File: config.mk
export PLATFORM = sky130hd
export DESIGN_NAME = lmb_merge_buffer
export DESIGN_NICKNAME = d
export VERILOG_FILES = /design/src/rtl/lmb_pkg.sv /design/src/rtl/lmb_core_queue.sv /design/src/rtl/lmb_lane_arbiter.sv /design/src/rtl/lmb_merge_buffer.sv
export SDC_FILE = /design/constraint.sdc
export NUM_CORES = 2
export LEC_CHECK = 0
export CAP_MARGIN = 5
export CORE_ASPECT_RATIO = 1.4
export CORE_MARGIN = 2
export CORE_UTILIZATION = 27
export DETAILED_ROUTE_END_ITERATION = 8
export SYNTH_ARGS = -nofsm -noshare
export SYNTH_HDL_FRONTEND = slang
export SYNTH_SLANG_ARGS = --single-unit
File: constraint.sdc
create_clock -name clk -period 9.2 [get_ports clk]
set_input_delay 1.38 -clock clk [delete_from_list [all_inputs] [get_ports clk]]
set_output_delay 1.38 -clock clk [all_outputs]
set_load 0.01 [all_outputs]
File: src/rtl/lmb_pkg.sv
package lmb_pkg;

    parameter int unsigned LMB_DATA_W = 128;
    parameter int unsigned LMB_TAG_W  = 7;
    parameter int unsigned LMB_NCORE  = 2;
    parameter int unsigned LMB_LANES  = 2;

    typedef struct packed {
        logic [LMB_TAG_W-1:0]  tag;
        logic [LMB_DATA_W-1:0] data;
    } load_t;

endpackage

File: src/rtl/lmb_core_queue.sv
module lmb_core_queue
    import lmb_pkg::*;
#(
    parameter int unsigned PER = 4
) (
    input  logic        clk,
    input  logic        rst_n,
    input  logic [1:0]  in_valid,
    input  load_t       in_item [2],
    output logic        ready,
    output load_t       cand [2],
    output logic [1:0]  avail,
    input  logic [1:0]  take
);

    localparam int unsigned PTR_W = (PER > 1) ? $clog2(PER) : 1;
    localparam int unsigned CNT_W = $clog2(PER + 1);

    typedef struct packed {
        load_t [PER-1:0]  ram;
        logic [PTR_W-1:0] rd;
        logic [PTR_W-1:0] wr;
        logic [CNT_W-1:0] cnt;
    } qstate_t;

    qstate_t          st_d, st_q;
    logic [1:0]       acc;
    load_t            arr [2];
    logic [PTR_W-1:0] rd_nx;
    int               cnt_i, narr_i, take_i, pop_i, atk_i, total_i;

    assign ready = (st_q.cnt <= CNT_W'(PER - 2));

    always_comb begin
        st_d    = st_q;
        acc     = in_valid & {2{ready}};
        arr[0]  = acc[0] ? in_item[0] : in_item[1];
        arr[1]  = in_item[1];
        narr_i  = int'(acc[0]) + int'(acc[1]);
        cnt_i   = int'(st_q.cnt);
        rd_nx   = st_q.rd + PTR_W'(1);

        // stream view: stored loads first, then this cycle's arrivals
        cand[0] = (cnt_i >= 1) ? st_q.ram[st_q.rd] : arr[0];
        cand[1] = (cnt_i >= 2) ? st_q.ram[rd_nx]
                : ((cnt_i == 1) ? arr[0] : arr[1]);
        total_i = cnt_i + narr_i;
        avail   = (total_i >= 2) ? 2'd2 : 2'(total_i);

        take_i  = int'(take);
        pop_i   = (take_i > cnt_i) ? cnt_i : take_i;
        atk_i   = take_i - pop_i;

        for (int k = 0; k < 2; k++) begin
            if (atk_i + k < narr_i) begin
                st_d.ram[PTR_W'(int'(st_q.wr) + k)] = arr[atk_i + k];
            end
        end
        st_d.wr  = PTR_W'(int'(st_q.wr) + narr_i - atk_i);
        st_d.rd  = PTR_W'(int'(st_q.rd) + pop_i);
        st_d.cnt = CNT_W'(cnt_i - pop_i + narr_i - atk_i);
    end

    always_ff @(posedge clk or negedge rst_n) begin
        if (!rst_n) begin
            st_q <= '0;
        end else begin
            st_q <= st_d;
        end
    end

endmodule

File: src/rtl/lmb_lane_arbiter.sv
module lmb_lane_arbiter
    import lmb_pkg::*;
(
    input  logic        clk,
    input  logic        rst_n,
    input  logic [1:0]  avail [2],
    input  load_t       cand0 [2],
    input  load_t       cand1 [2],
    output logic [1:0]  lane_valid,
    output load_t       lane_item [2],
    output logic [1:0]  take [2]
);

    typedef struct packed {
        logic prio;
    } arb_t;

    arb_t  st_d, st_q;
    logic  p, q;
    load_t head_p [2];
    load_t head_q [2];

    always_comb begin
        st_d         = st_q;
        p            = st_q.prio;
        q            = ~st_q.prio;
        head_p       = p ? cand1 : cand0;
        head_q       = p ? cand0 : cand1;
        lane_valid   = 2'b00;
        lane_item[0] = '0;
        lane_item[1] = '0;
        take[0]      = 2'd0;
        take[1]      = 2'd0;

        if (avail[p] != 2'd0 && avail[q] != 2'd0) begin
            lane_valid   = 2'b11;
            lane_item[0] = head_p[0];
            lane_item[1] = head_q[0];
            take[p]      = 2'd1;
            take[q]      = 2'd1;
            st_d.prio    = q;
        end else if (avail[p] != 2'd0) begin
            lane_valid[0] = 1'b1;
            lane_item[0]  = head_p[0];
            take[p]       = 2'd1;
            if (avail[p] == 2'd2) begin
                lane_valid[1] = 1'b1;
                lane_item[1]  = head_p[1];
                take[p]       = 2'd2;
            end
        end else if (avail[q] != 2'd0) begin
            lane_valid[0] = 1'b1;
            lane_item[0]  = head_q[0];
            take[q]       = 2'd1;
            if (avail[q] == 2'd2) begin
                lane_valid[1] = 1'b1;
                lane_item[1]  = head_q[1];
                take[q]       = 2'd2;
            end
        end
    end

    always_ff @(posedge clk or negedge rst_n) begin
        if (!rst_n) begin
            st_q <= '0;
        end else begin
            st_q <= st_d;
        end
    end

endmodule

File: src/rtl/lmb_merge_buffer.sv
module lmb_merge_buffer
    import lmb_pkg::*;
#(
    parameter int unsigned DEPTH = 8
) (
    input  logic                              clk,
    input  logic                              rst_n,
    input  logic [1:0]                        core0_valid,
    input  logic [LMB_LANES*LMB_DATA_W-1:0]   core0_data,
    input  logic [LMB_LANES*LMB_TAG_W-1:0]    core0_tag,
    output logic                              core0_ready,
    input  logic [1:0]                        core1_valid,
    input  logic [LMB_LANES*LMB_DATA_W-1:0]   core1_data,
    input  logic [LMB_LANES*LMB_TAG_W-1:0]    core1_tag,
    output logic                              core1_ready,
    output logic [1:0]                        out_valid,
    output logic [LMB_LANES*LMB_DATA_W-1:0]   out_data,
    output logic [LMB_LANES*LMB_TAG_W-1:0]    out_tag
);

    localparam int unsigned PER = DEPTH / LMB_NCORE;

    logic [1:0]                      v_in   [LMB_NCORE];
    logic [LMB_LANES*LMB_DATA_W-1:0] d_in   [LMB_NCORE];
    logic [LMB_LANES*LMB_TAG_W-1:0]  t_in   [LMB_NCORE];
    logic                            rdy    [LMB_NCORE];
    logic [1:0]                      avail  [LMB_NCORE];
    logic [1:0]                      take   [LMB_NCORE];
    load_t                           c0_in  [2];
    load_t                           c1_in  [2];
    load_t                           c0_cand[2];
    load_t                           c1_cand[2];
    load_t                           lane   [2];

    assign v_in[0] = core0_valid;
    assign v_in[1] = core1_valid;
    assign d_in[0] = core0_data;
    assign d_in[1] = core1_data;
    assign t_in[0] = core0_tag;
    assign t_in[1] = core1_tag;
    assign core0_ready = rdy[0];
    assign core1_ready = rdy[1];

    for (genvar s = 0; s < LMB_LANES; s++) begin : g_slot
        assign c0_in[s].data = d_in[0][s*LMB_DATA_W +: LMB_DATA_W];
        assign c0_in[s].tag  = t_in[0][s*LMB_TAG_W  +: LMB_TAG_W];
        assign c1_in[s].data = d_in[1][s*LMB_DATA_W +: LMB_DATA_W];
        assign c1_in[s].tag  = t_in[1][s*LMB_TAG_W  +: LMB_TAG_W];
        assign out_data[s*LMB_DATA_W +: LMB_DATA_W] = lane[s].data;
        assign out_tag[s*LMB_TAG_W  +: LMB_TAG_W]   = lane[s].tag;
    end

    lmb_core_queue #(.PER(PER)) u_q0 (
        .clk     (clk),
        .rst_n   (rst_n),
        .in_valid(v_in[0]),
        .in_item (c0_in),
        .ready   (rdy[0]),
        .cand    (c0_cand),
        .avail   (avail[0]),
        .take    (take[0])
    );

    lmb_core_queue #(.PER(PER)) u_q1 (
        .clk     (clk),
        .rst_n   (rst_n),
        .in_valid(v_in[1]),
        .in_item (c1_in),
        .ready   (rdy[1]),
        .cand    (c1_cand),
        .avail   (avail[1]),
        .take    (take[1])
    );

    lmb_lane_arbiter u_arb (
        .clk       (clk),
        .rst_n     (rst_n),
        .avail     (avail),
        .cand0     (c0_cand),
        .cand1     (c1_cand),
        .lane_valid(out_valid),
        .lane_item (lane),
        .take      (take)
    );

endmodule

Yosys cells after proc, flatten, opt, wreduce, memory -nomap -nowiden:

Index checks and enable logic that the tools add are counted.

* register bits: 1095
* input bits: 546
* logic and storage cells: 183

* $add $sub $neg: 24
* $lt $le $gt $ge: 34
* equal/unequal tests: 4
* multiplexer cells: 75
* bitwise operators: 14
* reductions and logical operators: 9

Operator list (number)
* 2-to-1 mux 135 bit: 30
* bitwise mux 540 bit: 4
* 2-to-1 mux 540 bit: 4
* 2-to-1 mux 270 bit: 5
* binary-select mux 135 bit (select 2 bit): 4
* demux 135 bit (select 2 bit): 4
* greater-or-equal comparator 32 x 2 -> 1 bit, second input constant: 4
* inverter 32 bit: 4
* adder 32 x 2 -> 32 bit, second input constant: 2
* adder 4 x 32 -> 32 bit: 2
* greater-or-equal comparator 32 x 3 -> 1 bit, second input constant: 2
* < comparator 32 x 3 -> 1 bit: 2
* < comparator 32 bit: 2
* 2-to-1 mux 2 bit: 13
* 2-to-1 mux 4 bit: 5
* < comparator 2 x 4 -> 1 bit, second input constant: 4
* < comparator 2 x 3 -> 1 bit, second input constant: 4
* subtractor 3 bit: 4
* adder 2 x 1 -> 2 bit, second input constant: 4
* adder 2 bit: 4
* bitwise AND 2 bit: 4
* greater-or-equal comparator 2 x 1 -> 1 bit, second input constant: 4
* subtractor 2 x 3 -> 4 bit: 2
* logical AND 1 bit: 7
* other kinds (19): 36

Longest topological paths before layout:

* word-level depth: 25
* depth in mapped cells: 38

Modules after synthesis:

Synthesis repeated with hierarchy kept, for this count alone.

* cells, all modules: 8093
* area total of the unflattened synthesis: 90405.5 um2

Modules (own cells, without submodules)
* lmb_core_queue at u_q1: instances 1, cells an instance 3542, area each 40954.3 um2
* lmb_core_queue at u_q0: instances 1, cells an instance 3541, area each 40855.4 um2
* lmb_lane_arbiter: instances 1, cells an instance 1010, area each 8595.7 um2

Worst setup path after synthesis:

No wires, ideal clock.

* path type: input -> register
* start point: input core0_valid[0]
* end point: register u_q1.st_q[495] (netlist name)
* arrival: 8542 ps
* data required time: 9106 ps
* path slack: 564 ps
* stages: 32
* path through: and2_1 -> buf_2 -> buf_2 -> clkbuf_1 -> clkbuf_1 -> ha_1 -> ha_1 -> ha_1 -> a21o_1 -> a2111oi_2 -> nand2_1 -> inv_2 -> clkbuf_1 -> ha_1 -> nor2b_1 -> o21ai_0 -> inv_1 -> o21ai_0 -> ha_1 -> inv_1 -> fa_1 -> ha_1 -> nand3_1 -> ha_1 -> and4b_1 -> and2_1 -> a41oi_1 -> mux2i_1 -> buf_2 -> buf_2 -> nor2_1 -> a211oi_1

RTL lines
* start: declaration: RTL line lmb_merge_buffer.sv:8 `input logic [1:0] core0_valid,`
* end signal: assignment: RTL line lmb_core_queue.sv:68 `st_q <= st_d;`
* end: declaration: RTL line lmb_core_queue.sv:26 `qstate_t st_d, st_q;`

Worst setup path in the final report:

* start point: input core0_valid[1]
* end point: output out_data[209]

* cells in the longest elaborated chain, start to end: 13
* elaborated cells between the ends (all ways): 21
* those cells by class: add/sub: 2; order compare: 1; eq/ne: 2; mux: 12; bitwise: 1; reduce/logical: 3

Ends and longest elaborated chain
* bitwise AND 2 bit *: RTL line lmb_core_queue.sv:36 `acc = in_valid & {2{ready}};`
* adder 1 x 1 -> 2 bit *: RTL line lmb_core_queue.sv:39 `narr_i = int'(acc[0]) + int'(acc[1]);`
* adder 4 x 32 -> 32 bit *: RTL line lmb_core_queue.sv:47 `total_i = cnt_i + narr_i;`
* greater-or-equal comparator 32 x 3 -> 1 bit: RTL line lmb_core_queue.sv:48 `avail = (total_i >= 2) ? 2'd2 : 2'(total_i);`
* 2-to-1 mux 2 bit *: RTL line lmb_core_queue.sv:48
* 2-to-1 mux 2 bit (implied by the code) (3 in series): RTL line lmb_lane_arbiter.sv:35, lmb_lane_arbiter.sv:51, lmb_lane_arbiter.sv:55
* equality test 2 bit: RTL line lmb_lane_arbiter.sv:55 `if (avail[q] == 2'd2) begin`
* 2-to-1 mux 135 bit: RTL line lmb_lane_arbiter.sv:55
* 2-to-1 mux 270 bit: RTL line lmb_lane_arbiter.sv:51 `end else if (avail[q] != 2'd0) begin`
* 2-to-1 mux 270 bit: RTL line lmb_lane_arbiter.sv:42 `end else if (avail[p] != 2'd0) begin`
* 2-to-1 mux 270 bit *: RTL line lmb_lane_arbiter.sv:35 `if (avail[p] != 2'd0 && avail[q] != 2'd0) begin`
* end: declaration: RTL line lmb_merge_buffer.sv:17 `output logic [LMB_LANES*LMB_DATA_W-1:0] out_data,`

Mark *: on every way between the ends. The rest lies on a longest branch, timed or not. The select of a mux whose other input is x is not followed.

==> impl_metrics.py <==
metrics = {
    "status": {
        "outcome": "complete, but fails checks",
        "violations": "max-capacitance violations",
    },
    "placement": {
        "place_area_um2": 91200,
        "dp.cells": 12100,
        "finalWeightedCongestion": 0.887,
        "post-dp-hpwl_mm": 252,
        "port_buffers": 819,
    },
    "setup_path": {
        "path_delay_family": "buffers and inverters",
        "critPathMaxStageDelay_ps": 870,
        "slowest_stage": "buf_4",
        "cp_max_fo": 89,
        "path_depth": 15,
        "timing.rr.start": "u_q0.cnt_i[0]$_DFF_PN0_",
        "setup.worst_path.end_class": "output pin",
        "worstSetupStartpointType": "input pin",
        "critPathMostFrequentCell": "ha_1",
        "cp-startpoint": "core0_valid[1]",
        "critPathBufInv": 6,
        "crit_type": "input pin to output pin",
        "cp.arrival_ps": 6980,
        "worstPathRequired_ps": 7820,
        "cp_cell_sequence": "clkdlybuf4s50_1 > and2_1 > ha_1 > ha_1 > ha_1 > a21o_1 > a2111oi_2 > buf_4 > nand2_1 > inv_6 > buf_12 > buf_4 > a21oi_1 > o21ai_1 > clkdlybuf4s50_1",
        "reg2reg_depth": 28,
    },
    "drt": {
        "via_per_inst": 6.33,
        "drcViolationCount": 0,
        "num_vias": 78800,
        "ant_nets": 0,
        "wirelength_mm": 392,
        "routedWlPerCell_um": 31.5,
        "dr.pass1.iters": 7,
        "dr.first_iter.drc_count": 11100,
    },
    "final_layout": {
        "fin_area_um2": 96000,
        "areaGrowthSynthToFinish_pct": 22.8,
        "nets": 9130,
        "final_cells": 12500,
        "layout-drive-gt1-share": 0.177,
    },
    "hold_path": {
        "hp-class": "input pin to asynchronous set/reset pin",
    },
    "timing": {
        "rsz0062_at_grt": "false",
        "slew_viol_final": 0,
        "worst_slew_pin_slew_ps": 1470,
        "fmax_mhz": 120,
        "hold_viol": 0,
        "tns_ps": 0,
        "max_slew_margin": 0.0138,
        "final-setup-viol-count": 0,
        "fin_crit_ps": 8360,
        "timing.final.crit_share": 0.909,
        "skew_ps": 83.9,
    },
    "logic_synthesis": {
        "synth.avg_cell_area_um2": 9.60,
        "ys_types": 64,
        "synthesis.instances": 8149,
        "synth_warnings": 0,
        "syn-num-nets": 8757,
        "seq_area_frac_synth": 0.350,
        "synthArstFlopShare": 1.00,
        "ys.flop_type": "dfrtp_1",
        "synth_edf_count": 0,
        "synthesis.area_um2": 78200,
        "ys_seq_elements": 1095,
    },
    "grt": {
        "grt_pass1_wl_mm": 555,
        "grt_pass1_vias": 76900,
        "track_usage": 0.254,
        "grt_max_degree": 156,
        "grt_overflow_total": 0,
        "antenna_found_initial": 112,
    },
    "clock_tree": {
        "clk_pin_slew_ps": 60,
        "cts_resized": 0,
        "cts_made_buffers": 140,
        "clk_path_buf_depth": 4,
        "clk_latency_ps": 840,
        "htree_levels": 4,
        "cts.sinks": 1095,
        "cts_tree": "done",
        "cts_setup_buffers": 0,
        "clockRootBuffer": "clkbuf_16",
        "holdBufCountCts": 0,
    },
    "floorplanning": {
        "core-area_um2": 288000,
        "initial_core_util": 0.272,
        "dieWidth_um": 459,
        "floorplan.die.height_um": 641,
        "io_pins": 820,
        "row_count": 233,
        "die_area_um2": 294000,
    },
    "flow_run": {
        "drv_cap": 1,
    },
}
routing by layer:
layer	global-route usage	wire (µm)	up-vias
met5	0	426	-
met4	0.183	31400	66
met3	0.0767	46400	1381
met2	0.389	175000	6143
met1	0.303	139000	39300
li1	-	-	31900
through the flow:
stage / util / hold WS (ps) / worst slack (ps)
final: 0.333 / 569 / 841
after global routing: 0.333 / 582 / 593
after CTS: 0.333 / 555 / 1120
after detailed placement: 0.317 / 558 / 302
after global placement: 0.317 / 542 / 247
after floorplan: - / 473 / 564
logic make-up after synthesis:
kind of cell,synth area share
compound gates,0.240
simple gates,0.114
flops,0.350
mux,0.228
buf+inv,0.0528
fa+ha+maj,0.0105
xor+xnor,0.00347
cells in the mapped netlist (50+ instances only):
library cell | count | area (µm²)
nor2_1 | 1357 | 5090
dfrtp_1 | 1095 | 27400
a21oi_1 | 682 | 3410
clkbuf_1 | 587 | 2200
nand2_1 | 565 | 2120
a211oi_1 | 540 | 4050
mux4_2 | 540 | 12200
mux2i_1 | 408 | 4080
o22ai_1 | 405 | 2530
o221a_2 | 270 | 3040
inv_1 | 168 | 631
buf_2 | 162 | 811
nand3_1 | 148 | 741
mux2_2 | 141 | 1590
a21o_1 | 138 | 1040
nor3_1 | 138 | 691
o21a_1 | 137 | 1030
a311oi_1 | 135 | 1180
o21ai_0 | 130 | 651
a221oi_1 | 85 | 744
buf_1 | 65 | 244
ha_1 | 56 | 701
a221oi_2 | 50 | 751
worst paths after layout:
path | end | slack (ps)
max reg2reg | u_q1.st_q[115]$_DFF_PN0_ | 1040
max | out_data[209] | 840
min | u_q1.st_q[245]$_DFF_PN0_ | 570
max in group asynchronous | u_q1.st_q[88]$_DFF_PN0_ | 6410
min reg2reg | u_q0.st_q[467]$_DFF_PN0_ | 570
min in group clk | u_q0.st_q[467]$_DFF_PN0_ | 570
layout by cell type (no fill, tap or decap), types with 71 or more instances in the layout:
cell type	n
nor2_1	1355
dfrtp_1	1089
clkdlybuf4s50_1	817
a21oi_1	681
nand2_1	557
mux4_2	540
a211oi_1	540
mux2i_1	405
o22ai_1	405
o221a_2	270
inv_1	168
buf_4	150
nand3_1	147
clkbuf_16	144
a21o_1	137
o21a_1	137
nor3_1	137
mux2_2	135
a311oi_1	135
o21ai_0	129
buf_12	101
a221oi_1	85
diode_2	71
sequential cells by signal, indices dropped and copies added, names as in the netlist:
name and flops:
u_arb.p 1, u_q1.st_q 544, u_q1.cnt_i 3, u_q0.cnt_i 3, u_q0.st_q 544
layout make-up:
cell class / instances / area [µm²]
Inverter: 169 / 639
Timing Repair Buffer: 1070 / 11400
Tap cell: 3760 / 4700
Multi-Input combinational cell: 6046 / 47000
Clock inverter: 39 / 487
Sequential cell: 1095 / 27400
Clock buffer: 202 / 4180
Fill cell: 29000 / 192000
Antenna cell: 71 / 178
Power is not shown: default switching activity piles up to over one toggle a cycle in this logic, so the estimate is an artifact.
